File: config.mk
export PLATFORM = sky130hd
export DESIGN_NAME = ratio_pulse_divider
export DESIGN_NICKNAME = d
export VERILOG_FILES = /design/src/rtl/rpd_pkg.sv /design/src/rtl/rpd_in_edge.sv /design/src/rtl/rpd_code_track.sv /design/src/rtl/rpd_phase_counter.sv /design/src/rtl/ratio_pulse_divider.sv
export SDC_FILE = /design/constraint.sdc
export NUM_CORES = 1
export LEC_CHECK = 0
export ABC_CLOCK_PERIOD_IN_PS = 3600
export BUFFER_PORTS_ARGS = -buffer_cell sky130_fd_sc_hd__buf_2
export CAP_MARGIN = 20
export CORE_MARGIN = 10
export CORE_UTILIZATION = 45
export CTS_BUF_LIST = sky130_fd_sc_hd__clkbuf_4
export DETAILED_ROUTE_END_ITERATION = 6
export SETUP_SLACK_MARGIN = 0.4
export SLEW_MARGIN = 20
export SYNTH_ARGS = -nofsm -noshare
export SYNTH_HDL_FRONTEND = slang
export SYNTH_SLANG_ARGS = --single-unit
File: constraint.sdc
create_clock -name clk -period 3.6 [get_ports clk]
set_input_delay 0 -clock clk [delete_from_list [all_inputs] [get_ports clk]]
set_output_delay 0 -clock clk [all_outputs]
set_load 0.01 [all_outputs]
File: src/rtl/rpd_pkg.sv
package rpd_pkg;

  localparam int CODE_W = 3;

  typedef logic [CODE_W-1:0] code_t;

  localparam code_t CODE_PASS = 3'b000;
  localparam code_t CODE_OFF  = 3'b111;

  // Ratio selected by each code; the off code yields 0.
  function automatic int unsigned ratio_of(input code_t c);
    case (c)
      3'b000:  ratio_of = 1;
      3'b001:  ratio_of = 9;
      3'b010:  ratio_of = 7;
      3'b011:  ratio_of = 11;
      3'b100:  ratio_of = 6;
      3'b101:  ratio_of = 10;
      3'b110:  ratio_of = 8;
      default: ratio_of = 0;
    endcase
  endfunction

endpackage

File: src/rtl/rpd_in_edge.sv
module rpd_in_edge #(
  parameter int STAGES = 1
) (
  input  logic clk,
  input  logic rst,
  input  logic pulse_in,
  output logic level,
  output logic rise
);

  logic [STAGES-1:0] chain_q;
  logic              prev_q;

  generate
    if (STAGES == 1) begin : g_single
      always_ff @(posedge clk) begin
        if (rst) chain_q <= '0;
        else     chain_q <= pulse_in;
      end
    end else begin : g_chain
      always_ff @(posedge clk) begin
        if (rst) chain_q <= '0;
        else     chain_q <= {chain_q[STAGES-2:0], pulse_in};
      end
    end
  endgenerate

  always_ff @(posedge clk) begin
    if (rst) prev_q <= 1'b0;
    else     prev_q <= chain_q[STAGES-1];
  end

  assign level = chain_q[STAGES-1];
  assign rise  = chain_q[STAGES-1] & ~prev_q;

endmodule

File: src/rtl/rpd_code_track.sv
module rpd_code_track
  import rpd_pkg::*;
#(
  parameter int CNT_W = 4
) (
  input  logic             clk,
  input  logic             rst,
  input  code_t            div_code,
  input  logic             rise,
  output logic             code_chg,
  output logic             hold,
  output logic             bypass,
  output logic             off,
  output logic [CNT_W-1:0] lo_len,
  output logic [CNT_W-1:0] hi_len
);

  code_t       code_q;
  logic        hold_q;
  int unsigned ratio;

  // The code register loads even in reset, so it always trails the pin by one edge.
  always_ff @(posedge clk) begin
    code_q <= div_code;
  end

  always_ff @(posedge clk) begin
    if (rst)           hold_q <= 1'b1;
    else if (code_chg) hold_q <= 1'b1;
    else if (rise)     hold_q <= 1'b0;
  end

  assign code_chg = (div_code != code_q);
  assign hold     = hold_q;

  always_comb begin
    ratio  = ratio_of(code_q);
    bypass = (code_q == CODE_PASS);
    off    = (code_q == CODE_OFF);
    lo_len = CNT_W'((ratio + 1) / 2);
    hi_len = CNT_W'(ratio / 2);
  end

endmodule

File: src/rtl/rpd_phase_counter.sv
module rpd_phase_counter #(
  parameter int CNT_W = 4
) (
  input  logic             clk,
  input  logic             rst,
  input  logic             rise,
  input  logic             level,
  input  logic             code_chg,
  input  logic             hold,
  input  logic             bypass,
  input  logic             off,
  input  logic [CNT_W-1:0] lo_len,
  input  logic [CNT_W-1:0] hi_len,
  output logic             full_q,
  output logic             half_q
);

  logic [CNT_W-1:0] cnt_q, cnt_n;
  logic [CNT_W:0]   cnt_inc;
  logic [CNT_W-1:0] target;
  logic             full_n, half_n, clear;

  always_comb begin
    clear   = code_chg | off;
    target  = full_q ? hi_len : lo_len;
    cnt_inc = {1'b0, cnt_q} + 1'b1;
    cnt_n   = cnt_q;
    full_n  = full_q;
    half_n  = half_q;
    if (clear) begin
      cnt_n  = '0;
      full_n = 1'b0;
      half_n = 1'b0;
    end else if (bypass) begin
      cnt_n  = '0;
      full_n = level & ~(hold & ~rise);
    end else if (rise) begin
      if (cnt_inc >= {1'b0, target}) begin
        cnt_n  = '0;
        full_n = ~full_q;
      end else begin
        cnt_n  = cnt_inc[CNT_W-1:0];
      end
    end
    if (!clear && !full_q && full_n) half_n = ~half_q;
  end

  always_ff @(posedge clk) begin
    if (rst) begin
      cnt_q  <= '0;
      full_q <= 1'b0;
      half_q <= 1'b0;
    end else begin
      cnt_q  <= cnt_n;
      full_q <= full_n;
      half_q <= half_n;
    end
  end

endmodule

File: src/rtl/ratio_pulse_divider.sv
module ratio_pulse_divider #(
  parameter int IN_STAGES = 1,
  parameter int CNT_W     = 4
) (
  input  logic       clk,
  input  logic       rst,
  input  logic       pulse_in,
  input  logic [2:0] div_code,
  output logic       full_out,
  output logic       half_out
);

  logic             level, rise;
  logic             code_chg, hold, bypass, off;
  logic [CNT_W-1:0] lo_len, hi_len;

  rpd_in_edge #(.STAGES(IN_STAGES)) u_edge (
    .clk      (clk),
    .rst      (rst),
    .pulse_in (pulse_in),
    .level    (level),
    .rise     (rise)
  );

  rpd_code_track #(.CNT_W(CNT_W)) u_code (
    .clk      (clk),
    .rst      (rst),
    .div_code (div_code),
    .rise     (rise),
    .code_chg (code_chg),
    .hold     (hold),
    .bypass   (bypass),
    .off      (off),
    .lo_len   (lo_len),
    .hi_len   (hi_len)
  );

  rpd_phase_counter #(.CNT_W(CNT_W)) u_cnt (
    .clk      (clk),
    .rst      (rst),
    .rise     (rise),
    .level    (level),
    .code_chg (code_chg),
    .hold     (hold),
    .bypass   (bypass),
    .off      (off),
    .lo_len   (lo_len),
    .hi_len   (hi_len),
    .full_q   (full_out),
    .half_q   (half_out)
  );

endmodule

# After elaboration in Yosys (flattened, before gate mapping)
# Index checks and enable logic that the tools add are counted.
word_totals:
  regBits: 12
  in_bits: 6
  output_inout_bits: 2
  word_cells: 44
classes:
  n_addsub: 2
  n_lt_le_gt_ge: 1
  eq_ne: 8
  n_mux: 9
  n_bitwise: 9
  reduce_logical: 8
ops:
  columns: ["op", "count"]
  rows:
  - ["$pmux 4 s7", 1]
  - ["$eq 3x3->1 const B", 4]
  - ["$add 4x1->5 const B", 2]
  - ["$mux 4", 2]
  - ["$eq 3x2->1 const B", 2]
  - ["$mux 1", 6]
  - ["$ge 5x4->1", 1]
  - ["$not 1->1", 5]
  - ["$and 1x1->1", 3]
  - ["$eq 3x1->1 const B", 1]
  - ["$logic_not 3->1", 1]
  - ["$ne 3x3->1", 1]
  - ["$reduce_or 3->1", 1]
  - ["$logic_and 1x1->1", 2]
  - ["$logic_not 1->1", 2]
  - ["$reduce_bool 2->1", 1]
  - ["$reduce_or 2->1", 1]
  - ["$or 1x1->1", 1]

# Logic depth before layout (Yosys ltp)
# Gate-level depths: netlist (run 1).
depth:
  ltp_word: 11
  ltp_mapped: 12
  mapped_depth_nobuf: 11

# Hierarchy
# A second synthesis (run 1) with hierarchy kept.
unflattened:
  cells_unflattened: 88
  area_unflattened_um2: 808.3
modules_own_cells:
  columns: ["module", "n_inst", "cells_each", "area_per_inst_um2", "seq_area_each_um2"]
  rows:
  - ["rpd_phase_counter", 1, 54, 486.7, 120.1]
  - ["rpd_code_track", 1, 29, 260.2, 80.1]
  - ["rpd_in_edge", 1, 5, 61.3, 40.0]

# Worst setup path after synthesis (run 1)
# No wires, ideal clock.
synth_timing:
  path_type: "flip-flop to flip-flop"
  startpoint: "register u_code.code_q[1]"
  endpoint: "register u_cnt.half_q"
  arrival_time_ns: 2.533
  path_slack_ns: 0.943
  stages_incl_launch_ff: 13
  path_buffers: 1
  synth_period_minus_slack_ns: 2.657
  path_cell_list: "dfxtp_1 -> buf_4 -> xnor2_1 -> inv_1 -> ha_1 -> nor2_1 -> a21oi_1 -> ha_1 -> nand2b_1 -> a211o_1 -> a211o_1 -> o21ai_1 -> mux2_1"
synth_via:
  elab_chain_len: 11
  word_cells_on_any_way: 23
synth_rtl:
  columns: ["item", "line_no", "rtl"]
  rows:
  - ["start, declared", "rpd_code_track.sv:18", "code_t code_q;"]
  - ["start signal, assigned", "rpd_code_track.sv:24", "code_q <= div_code;"]
  - ["$eq 3x3->1 (tied with other cells)", "rpd_pkg.sv:12", "case (c)"]
  - ["$pmux 4 s7", "rpd_pkg.sv:12", null]
  - ["$add 4x1->5", "rpd_code_track.sv:40", "lo_len = CNT_W'((ratio + 1) / 2);"]
  - ["$mux 4", "rpd_phase_counter.sv:25", "target = full_q ? hi_len : lo_len;"]
  - ["$ge 5x4->1", "rpd_phase_counter.sv:38", "if (cnt_inc >= {1'b0, target}) begin"]
  - ["$mux 1", "rpd_phase_counter.sv:38", null]
  - ["$mux 1", "rpd_phase_counter.sv:37", "end else if (rise) begin"]
  - ["$mux 1", "rpd_phase_counter.sv:34", "end else if (bypass) begin"]
  - ["$mux 1", "rpd_phase_counter.sv:30", "if (clear) begin"]
  - ["$logic_and 1x1->1", "rpd_phase_counter.sv:45", "if (!clear && !full_q && full_n) half_n = ~half_q;"]
  - ["$mux 1 or $reduce_bool 2->1 (tied branches)", null, null]
  - ["end signal, assigned", "rpd_phase_counter.sv:56", "half_q <= half_n;"]
  - ["end, declared", "rpd_phase_counter.sv:15", "output logic half_q"]
# Several ways; a longest one is shown, not always the timed one.
# A chain may end at the register's enable or synchronous reset.

# Worst setup path in the final report (run 1)
layout_timing:
  startpoint: "register u_code.code_q[2]"
  endpoint: "register u_cnt.half_q"
# Same word-level chain as after synthesis.

==> results of run 1 <==
-- cell usage after synthesis (all sizes together) --
master  instances  area (sq um)
a211o           3          26.3
a211oi          3          32.5
a21bo           1          10.0
a21boi          1          7.51
a21oi           3          15.0
a22oi           2          15.0
a311oi          1          8.76
a31o            1          8.76
and2            1          7.51
buf             2          18.8
conb            1          3.75
dfxtp          12           240
ha              6          75.1
inv             2          7.51
mux2            1          11.3
mux2i           1          10.0
nand2           5          18.8
nand2b          4          25.0
nand3           4          20.0
nor2           11          41.3
nor2b           5          31.3
nor3            1          16.3
nor4b           1          8.76
o21a            1          7.51
o21ai           2          10.0
o311ai          1          8.76
o31ai           1          7.51
xnor2           5          43.8
xor2            1          8.76
-- per-layer routing --
layer  vias to the layer above  GRT usage  part of all wire
li1                        328          -                 -
met1                       263      0.104              0.48
met2                         8      0.125              0.44
met3                         5     0.0355             0.052
met4                         0     0.0658             0.035
met5                         -          0                 0
-- layout make-up --
type                            instances  area, sq um
Clock buffer                            3         22.5
Clock inverter                          1         3.75
Fill cell                             147          673
Inverter                                2         7.51
Multi-Input combinational cell         67          479
Sequential cell                        12          240
Tap cell                               16         20.0
Timing Repair Buffer                   13         95.1
-- metrics by stage --
stage | area, sq um | worst slack [ps] | utilization
6_report | 868 | 817 | 0.563
5_1_grt | 868 | 605 | 0.563
4_1_cts | 868 | 791 | 0.563
3_5_place_dp | 782 | 812 | 0.507
3_3_place_gp | 782 | 850 | 0.507
2_1_floorplan | 746 | 943 | -
-- cells by family (layout without fill, tap and decap cells) --
group / after synthesis / in the layout
and+or+nand+nor: 32 / 32
AOI/OAI and AO/OA: 20 / 20
DFF: 12 / 12
adders and majority gates: 6 / 6
xor gates and xnor gates: 6 / 6
buffers and inverters: 4 / 19
muxes: 2 / 2
other: 1 / 1
-- power by group --
part	internal [mW]	switching [mW]	total, mW
logic	0.0236	0.0215	0.0451
clock network	0.0402	0.0459	0.0862
registers	0.136	0.00544	0.141
-- how the worst min path moves through the flow --
stage          slack, ps         from               end
3_3_place_gp         130  div_code[1]  u_code.code_q[1]
3_5_place_dp         130  div_code[1]  u_code.code_q[1]
2_1_floorplan         30  div_code[0]  u_code.code_q[0]
6_report             390  div_code[1]  u_code.code_q[1]
5_1_grt              400  div_code[0]  u_code.code_q[0]
4_1_cts              370  div_code[1]  u_code.code_q[1]
-- flip-flops by register name, summed over array words and instances (netlist names) --
| name | count |
|---|---|
| u_cnt.half_q | 1 |
| u_cnt.cnt_q | 4 |
| u_cnt.full_q | 1 |
| u_code.hold | 1 |
| u_edge.level | 1 |
| u_edge.prev_q | 1 |
| u_code.code_q | 3 |
-- repair_timing --
item | in CTS | in global routing
hold endpoints to repair | 5 | 0
buffers inserted | 0 | 0
hold buffers | 6 | 0
==> run summary, run 1 <==
Status: finished clean
Clock-pin slew on the worst setup and hold paths: 70 ps
DIE AREA: 3690 sq um
Distinct cells, synth: 32
WP buf/inv: 1
Total CTS buffers: 3
Pins Over Slew Limit: 0
CP required: 3770 ps
Initial DRC Count: 7
Number of routed nets with antenna violations: 0
Largest net degree at the start of global routing: 10
Vias in the first global route: 588
Post-DR wirelength/cell: 12.0 um
Crit path from: u_code.code_q[2]
Final net count: 111
Synth Area in Compound Gates: 0.211
Die X: 60.7 um
Final setup violation count: 0
Gpl congestion: 0.762
Yosys warnings: 0
Syn nets: 95
N_diodes: 0
Reg2reg start: u_code.code_q[2]
Peak supply drop: 0.000300 V
Post-synthesis cell count: 83
Post-DP HPWL: 1020 um
Tcrit/Tclk final: 0.773
Vias per cell: 5.30
Grt total ovfl: 0
Netlist Area Pre-Place: 746 sq um
Power, Total: 0.273 mW
Leakage Power: 0.368 nW
Post-Synth Simple-Gate Area: 0.227
Core Rows: 14
RSZ-0062 raised after global routing: no
Most frequent cells in the layout: dfxtp_1 (12), nor2_1 (11), buf_2 (7)
Cell depth of the worst setup path: 11
Worst-Skew Late Latency: 280 ps
Cells on Worst Hold Path: 2
Critical path capture point type: register
Fmax: 359 MHz
Starting Density: 0.484
Final non-filler cell total: 114
CP endpoint: u_cnt.half_q
CTS tree: built
Sink Count: 12
CTS max path bufs: 2
Share of post-route cells with drive strength above 1: 0.153
Vias: 604
Reg2reg path depth: 11
Number of I/O port buffers: 7
Hold_ws: 387 ps
TNS Setup: 0 ps
Worst Clk Skew: 0.521 ps
Total Wirelength: 1370 um
RR Endpoint: u_cnt.half_q
Max_cap viols: 0
Core area: 1540 sq um
Post-synthesis mux area share: 0.0285
CP arrival: 2950 ps
Top cell family by delay on the critical path: compound AO/OA/AOI/OAI gates
GRT Overall Usage: 0.0883
Critical Path Fanout Max: 6
Seq/Total Area, Yosys: 0.322
CTS H-tree depth: 1
Startpoint types: register
Global-route wire length before repair: 2480 um
Crit-path max cell delay: 490 ps
Antenna violations before repair: 0
Power Dens Cells: 314 nW/um^2
First-pass DRT Iterations: 4
Root buffer cell: clkbuf_4
Most common cell after layout, fill and taps aside: dfxtp_1
Xor/xnor share of the synthesized area: 0.0705
Tmin final: 2780 ps
IO Count: 8
Avg Inst Size Synth: 8.98 sq um
Internal reg-to-reg setup slack: 820 ps
Register bit total from synthesis: 12
Crit-path cells: xnor2_1 > inv_1 > ha_1 > nor2_1 > a21oi_1 > ha_1 > nand2b_1 > a211o_1 > a211o_1 > o21ai_1 > mux2_1
Crit Path Category: register to register
Adder-Cell Fraction of Synth Area: 0.101
Largest family of logic cells by synthesized area: simple AND/OR/NAND/NOR gates
P&R area growth vs syn: 16.4%
Hold Path Class: primary input to register
Placed Instances: 104
Drc violations: 0
Slowest cell on the critical path: dfxtp_1
Hold Vio Cnt, Final: 0
Die Height: 60.7 um
Post-cts sizing count: 0
No activity file was read; power rests on OpenSTA's default activity.
==> run 2, diff against run 1 <==
ABC_CLOCK_PERIOD_IN_PS = 2200   (was 3600)
PLACE_DENSITY = 0.66   (was unset)
clock period = 2.2 ns   (was 3.6 ns; I/O delays follow)
==> run 2 against run 1 <==
The flow now finishes with violations (setup timing); first-iteration DRC count is 110% higher; highest routed layer unchanged; register-to-register slack worse by 1200 ps; clock power is 57% higher; critical endpoint unchanged; sequential share of layout area is 3.8 points lower; clock-buffer cell count stayed put; maximum frequency is 6.1% higher; sequential cell count stayed put; global-route usage is 1.6 points higher; die area stayed put; worst setup slack worse by 1200 ps; power is 78% higher.
==> run summary, run 2 (same netlist as run 1, synthesis figures left out) <==
Core area: 1540 sq um (unchanged)
Vias per cell: 5.47 (+3.2%)
Hold_ws: 399 ps (+11.9 ps)
Peak supply drop: 0.000373 V (+24%)
Most frequent cells in the layout: buf_4 (13), nor2_1 (10), dfxtp_1 (10)
Die X: 60.7 um (unchanged)
Starting Density: 0.484 (unchanged)
DIE AREA: 3690 sq um (unchanged)
Gpl congestion: 0.738 (-3.2%)
Most common cell after layout, fill and taps aside: buf_4
Vias: 689 (+14%)
Worst Clk Skew: 0.609 ps (+0.0877 ps)
Tcrit/Tclk final: 1.19 (+0.420)
Largest net degree at the start of global routing: 9 (-1)
Reg2reg start: u_code.code_q[1]
Final Util: 0.661 (+0.0974)
Global-route wire length before repair: 2990 um (+21%)
P&R area growth vs syn: 36.6%
Leakage Power: 0.447 nW (+21%)
Psw: 0.131 mW (+79%)
CP required: 2360 ps (-1410 ps)
Worst Setup Slack, final: -424 ps (-1240 ps)
Worst-Skew Late Latency: 270 ps (about the same)
CTS max path bufs: 2 (unchanged)
Post-DP HPWL: 1140 um (+12%)
Core Rows: 14 (unchanged)
Cells on Worst Hold Path: 2 (unchanged)
Power Dens Cells: 475 nW/um^2 (+51%)
RSZ-0062 raised after global routing: yes
CTS H-tree depth: 1 (unchanged)
Hold Path End: u_code.code_q[1]
Power, Total: 0.484 mW (+78%)
Internal reg-to-reg setup slack: -420 ps (-1240 ps)
Sink Count: 12 (unchanged)
Post-DR wirelength/cell: 13.8 um (+15%)
Gate power share: 0.252 (+0.087)
Hold Path Class: primary input to register
Hold Vio Cnt, Final: 0 (unchanged)
Vias in the first global route: 700 (+19%)
GRT Overall Usage: 0.105 (+0.0163)
Max_cap viols: 0 (unchanged)
Fmax: 381 MHz (+6.1%)
Status: complete, but fails checks
Critical Path Fanout Max: 3 (-3)
Largest registers: u_cnt.cnt_q (4), u_code.code_q (3)
Seq pwr share: 0.470 (-0.048)
Pins Over Slew Limit: 0 (unchanged)
Initial DRC Count: 15 (+8)
Total CTS buffers: 3 (unchanged)
Reg2reg path depth: 11 (unchanged)
Switching share of total power: 0.270 (+0.00205)
Die Height: 60.7 um (unchanged)
Root buffer cell: clkbuf_4
Area post-placement: 857 sq um (+9.6%)
Number of I/O port buffers: 7 (unchanged)
Final non-filler cell total: 126 (+11%)
Share of post-route cells with drive strength above 1: 0.336 (+0.183)
Int Pwr: 0.354 mW (+77%)
CTS tree: built
Placed Instances: 113 (+8.7%)
N_diodes: 0 (unchanged)
Number of routed nets with antenna violations: 0 (unchanged)
Hold wc startpoint: div_code[1]
Startpoint types: register
CP arrival: 2780 ps (-170 ps)
Final instance area: 1020 sq um (+17%)
Max reg flops: 4 (unchanged)
Critical path capture point type: register
IO Count: 8 (unchanged)
TNS Setup: -1780 ps (-1780 ps)
Grt total ovfl: 0 (unchanged)
RR Endpoint: u_cnt.half_q
Pre-CTS setup slack: -371 ps (-1180 ps)
Clk pwr share: 0.278 (-0.038)
Crit-path cells: xnor2_2 > inv_1 > ha_4 > nor2_4 > a21oi_2 > ha_1 > nand2b_4 > a211o_1 > a211o_1 > o21ai_2 > mux2_4
Drc violations: 0 (unchanged)
Clock-pin slew on the worst setup and hold paths: 70 ps (about the same)
Final setup violation count: 6 (+6)
Final net count: 124 (+12%)
Crit path top cell by count: a211o_1
Most flops, register: u_cnt.cnt_q
Number of fill cells in the layout: 132 (-10%)
Crit Path Category: register to register
Slowest cell on the critical path: dfxtp_2
First-pass DRT Iterations: 4 (unchanged)
Antenna violations before repair: 0 (unchanged)
Failing checks: setup timing
Tmin final: 2620 ps (-159 ps)
Crit-path max cell delay: 340 ps (-150 ps)
Total Wirelength: 1740 um (+27%)
-- run 2: area by class of cell --
cell class,instances,area [sq um],share of cell area
clock buffer,3,22.5,0.0221
inverter,2,7.51,0.00737
multi-input combinational,67,533,0.523
sequential,12,243,0.238
tap,16,20.0,0.0197
timing repair buffer,26,193,0.189
-- run 2: layer usage --
layer | global-route usage | wire, um | share of wire
met2 | 0.180 | 880 | 0.51
met5 | 0 | 0 | 0
met3 | 0.0355 | 93 | 0.054
met4 | 0.0470 | 32 | 0.018
met1 | 0.113 | 731 | 0.42
-- run 2: critical path, delay by kind of cell (launching register included) --
family	cells	cell delay, ps
AO/OA/AOI/OAI	4	940
adder cells (fa/ha/maj)	2	520
flip-flops	1	340
multiplexers	1	310
XOR/XNOR	1	160
AND/OR/NAND/NOR	2	170
buffers and inverters	1	90
-- run 2: power groups by stage --
stage                     logic (mW)  clock network (mW)  registers (mW)
final                          0.122               0.135           0.228
after global routing           0.135               0.147           0.228
after CTS                      0.105               0.135           0.227
after detailed placement      0.0827                   0           0.232
after global placement        0.0812                   0           0.232
after floorplan               0.0597                   0           0.231
-- run 2: worst max path at each step --
| stage | from | end | slack [ps] | cells past startpoint |
|---|---|---|---|---|
| finish | u_code.code_q[1] | u_cnt.half_q | -420 | 11 |
| global route | u_code.code_q[1] | u_cnt.half_q | -540 | 11 |
| detailed placement | u_code.code_q[2] | u_cnt.half_q | -370 | 11 |
| floorplan | u_code.code_q[2] | u_cnt.half_q | -350 | 12 |
| CTS | u_code.code_q[2] | u_cnt.half_q | -340 | 11 |
| global placement | u_code.code_q[2] | u_cnt.half_q | -340 | 11 |
-- run 2: what timing repair did --
item | 4_1_cts | 5_1_grt
gates cloned | 0 | 0
setup buffers | 3 | 1
hold endpoints to repair | 5 | 0
pin swaps | 4 | 7
setup endpoints to repair | 6 | 6
hold buffers | 6 | 0
resized for setup | 4 | 6
==> run 3, diff against run 2 <==
CORE_UTILIZATION = 53   (was 45)
PLACE_DENSITY = 0.76   (was 0.66)
==> run 3 against run 2 <==
The flow still finishes with violations (setup timing); sequential power about the same; clock power up 4%; routed wire length down 2.5%; worst setup slack better by 96 ps; clock-buffer cell count unchanged.
==> run summary, run 3 (same netlist as run 1, synthesis figures left out) <==
Critical Path Fanout Max: 2 (-1)
Hold Vio Cnt, Final: 0 (unchanged)
Clock-pin slew on the worst setup and hold paths: 80 ps (about the same)
Die Height: 57.5 um (-5.3%)
Largest registers: u_cnt.cnt_q (4), u_code.code_q (3)
Failing checks: setup timing
P&R area growth vs syn: 34.6%
Core Rows: 13 (-1)
Max_cap viols: 0 (unchanged)
Core area: 1320 sq um (-15%)
Area occupied by multi-input gates: 526 sq um (-1.4%)
Final setup violation count: 6 (unchanged)
Power Dens Cells: 478 nW/um^2 (+0.55%)
Crit Path Category: register to register
Number of routed nets with antenna violations: 0 (unchanged)
GRT Overall Usage: 0.107 (+0.00214)
Hold Path Class: primary input to register
Most flops, register: u_cnt.cnt_q
Pins Over Slew Limit: 0 (unchanged)
Gpl congestion: 0.803 (+8.9%)
Post-DP HPWL: 1180 um (+3.6%)
Initial DRC Count: 10 (-5)
CTS max path bufs: 2 (unchanged)
CTS H-tree depth: 1 (unchanged)
Peak supply drop: 0.000430 V (+15%)
Vias: 677 (-1.7%)
Root buffer cell: clkbuf_4
Final Util: 0.762 (+0.101)
Final non-filler cell total: 124 (-1.6%)
Drc violations: 0 (unchanged)
IO Count: 8 (unchanged)
Vias in the first global route: 702 (+0.29%)
Status: complete, but fails checks
Vias per cell: 5.46 (-0.16%)
Number of fill cells in the layout: 101 (-23%)
Share of post-route cells with drive strength above 1: 0.330 (-0.00609)
Total Wirelength: 1690 um (-2.5%)
Cells on Worst Hold Path: 2 (unchanged)
Final net count: 122 (-1.6%)
Antenna violations before repair: 0 (unchanged)
Global-route wire length before repair: 2910 um (-2.5%)
CTS tree: built
Worst Setup Slack, final: -327 ps (+96.1 ps)
Most frequent cells in the layout: nor2_1 (11), buf_4 (10), dfxtp_1 (10)
RSZ-0062 raised after global routing: yes
CP arrival: 2700 ps (-80 ps)
Worst Clk Skew: 3.21 ps (+2.61 ps)
Grt total ovfl: 0 (unchanged)
Storage element area: 243 sq um (unchanged)
Fmax: 396 MHz (+3.8%)
Power, Total: 0.480 mW (-0.94%)
Number of I/O port buffers: 7 (unchanged)
Tmin final: 2530 ps (-96.1 ps)
Max reg flops: 4 (unchanged)
Post-DR wirelength/cell: 13.7 um (-0.96%)
Starting Density: 0.566 (+0.0822)
DIE AREA: 3310 sq um (-10%)
Worst-Skew Late Latency: 280 ps (about the same)
Total CTS buffers: 3 (unchanged)
Critical path capture point type: register
Die X: 57.5 um (-5.3%)
Largest net degree at the start of global routing: 9 (unchanged)
Leakage Power: 0.441 nW (-1.3%)
CP required: 2370 ps (about the same)
Area post-placement: 863 sq um (+0.73%)
Sink Count: 12 (unchanged)
N_diodes: 0 (unchanged)
Pre-CTS setup slack: -368 ps (+3.05 ps)
First-pass DRT Iterations: 4 (unchanged)
Most common cell after layout, fill and taps aside: nor2_1
Placed Instances: 113 (unchanged)
Reg2reg path depth: 11 (unchanged)
Final instance area: 1000 sq um (-1.5%)
Startpoint types: register
Tcrit/Tclk final: 1.15 (-0.0437)
run 3: changes by cell type in the layout (fill, tap and decap cells not counted), sizes merged:
cell / previous run / this run
buf: 20 / 19
clkinv: 0 / 1
dlygate4sd3: 6 / 5
run 3: cell type report:
type                    count  share of cell area
flip-flops and latches     12               0.242
clock inverters             1             0.00374
clock buffers               3              0.0224
well taps                  15              0.0187
inverters                   2             0.00748
multi-input cells          67               0.524
repair buffers             24               0.182
run 3: worst paths after layout:
| path | startpoint | endpoint | slack, ps |
|---|---|---|---|
| hold reg to reg | u_code.hold | u_code.hold | 480 |
| setup / recovery | u_code.code_q[2] | u_cnt.half_q | -330 |
| hold / removal | div_code[1] | u_code.code_q[1] | 390 |
| setup reg to reg | u_code.code_q[2] | u_cnt.half_q | -330 |
run 3: power breakdown:
group | leakage [nW] | internal (mW) | total (mW) | switching (mW)
logic | 0.327 | 0.0599 | 0.111 | 0.0507
registers | 0.0983 | 0.223 | 0.228 | 0.00479
clock network | 0.0154 | 0.0658 | 0.141 | 0.0757
run 3: metrics by stage:
| step | TNS (ps) | hold WS, ps |
|---|---|---|
| 2_1_floorplan | -926 | 27.7 |
| 3_3_place_gp | -857 | 128 |
| 3_5_place_dp | -1120 | 129 |
| 4_1_cts | -1400 | 377 |
| 5_1_grt | -2280 | 395 |
| 6_report | -1370 | 387 |
run 3: routing by layer:
metal	up-vias	global-route usage	share of wire
li1	349	-	-
met1	305	0.112	0.45
met2	18	0.184	0.48
met3	5	0.0332	0.047
met4	0	0.0570	0.020
met5	-	0	0
run 3: what timing repair did:
| item | in CTS | in global routing |
|---|---|---|
| hold buffers | 5 | 0 |
| gates cloned | 0 | 0 |
| resized for setup | 6 | 6 |
| buffers inserted | 2 | 0 |
| endpoints found under the setup margin | 6 | 6 |
| hold endpoints to repair | 5 | 0 |
| pin swaps | 3 | 1 |
run 3: critical path: stages, from the launching register on:
cell and delay (ps):
dfxtp_2 340, xnor2_2 160, inv_1 60, ha_1 290, nor2_1 80, a21oi_1 50
ha_1 270, nand2b_4 130, a211o_1 280, a211o_1 300, o21ai_2 140, mux2_4 310
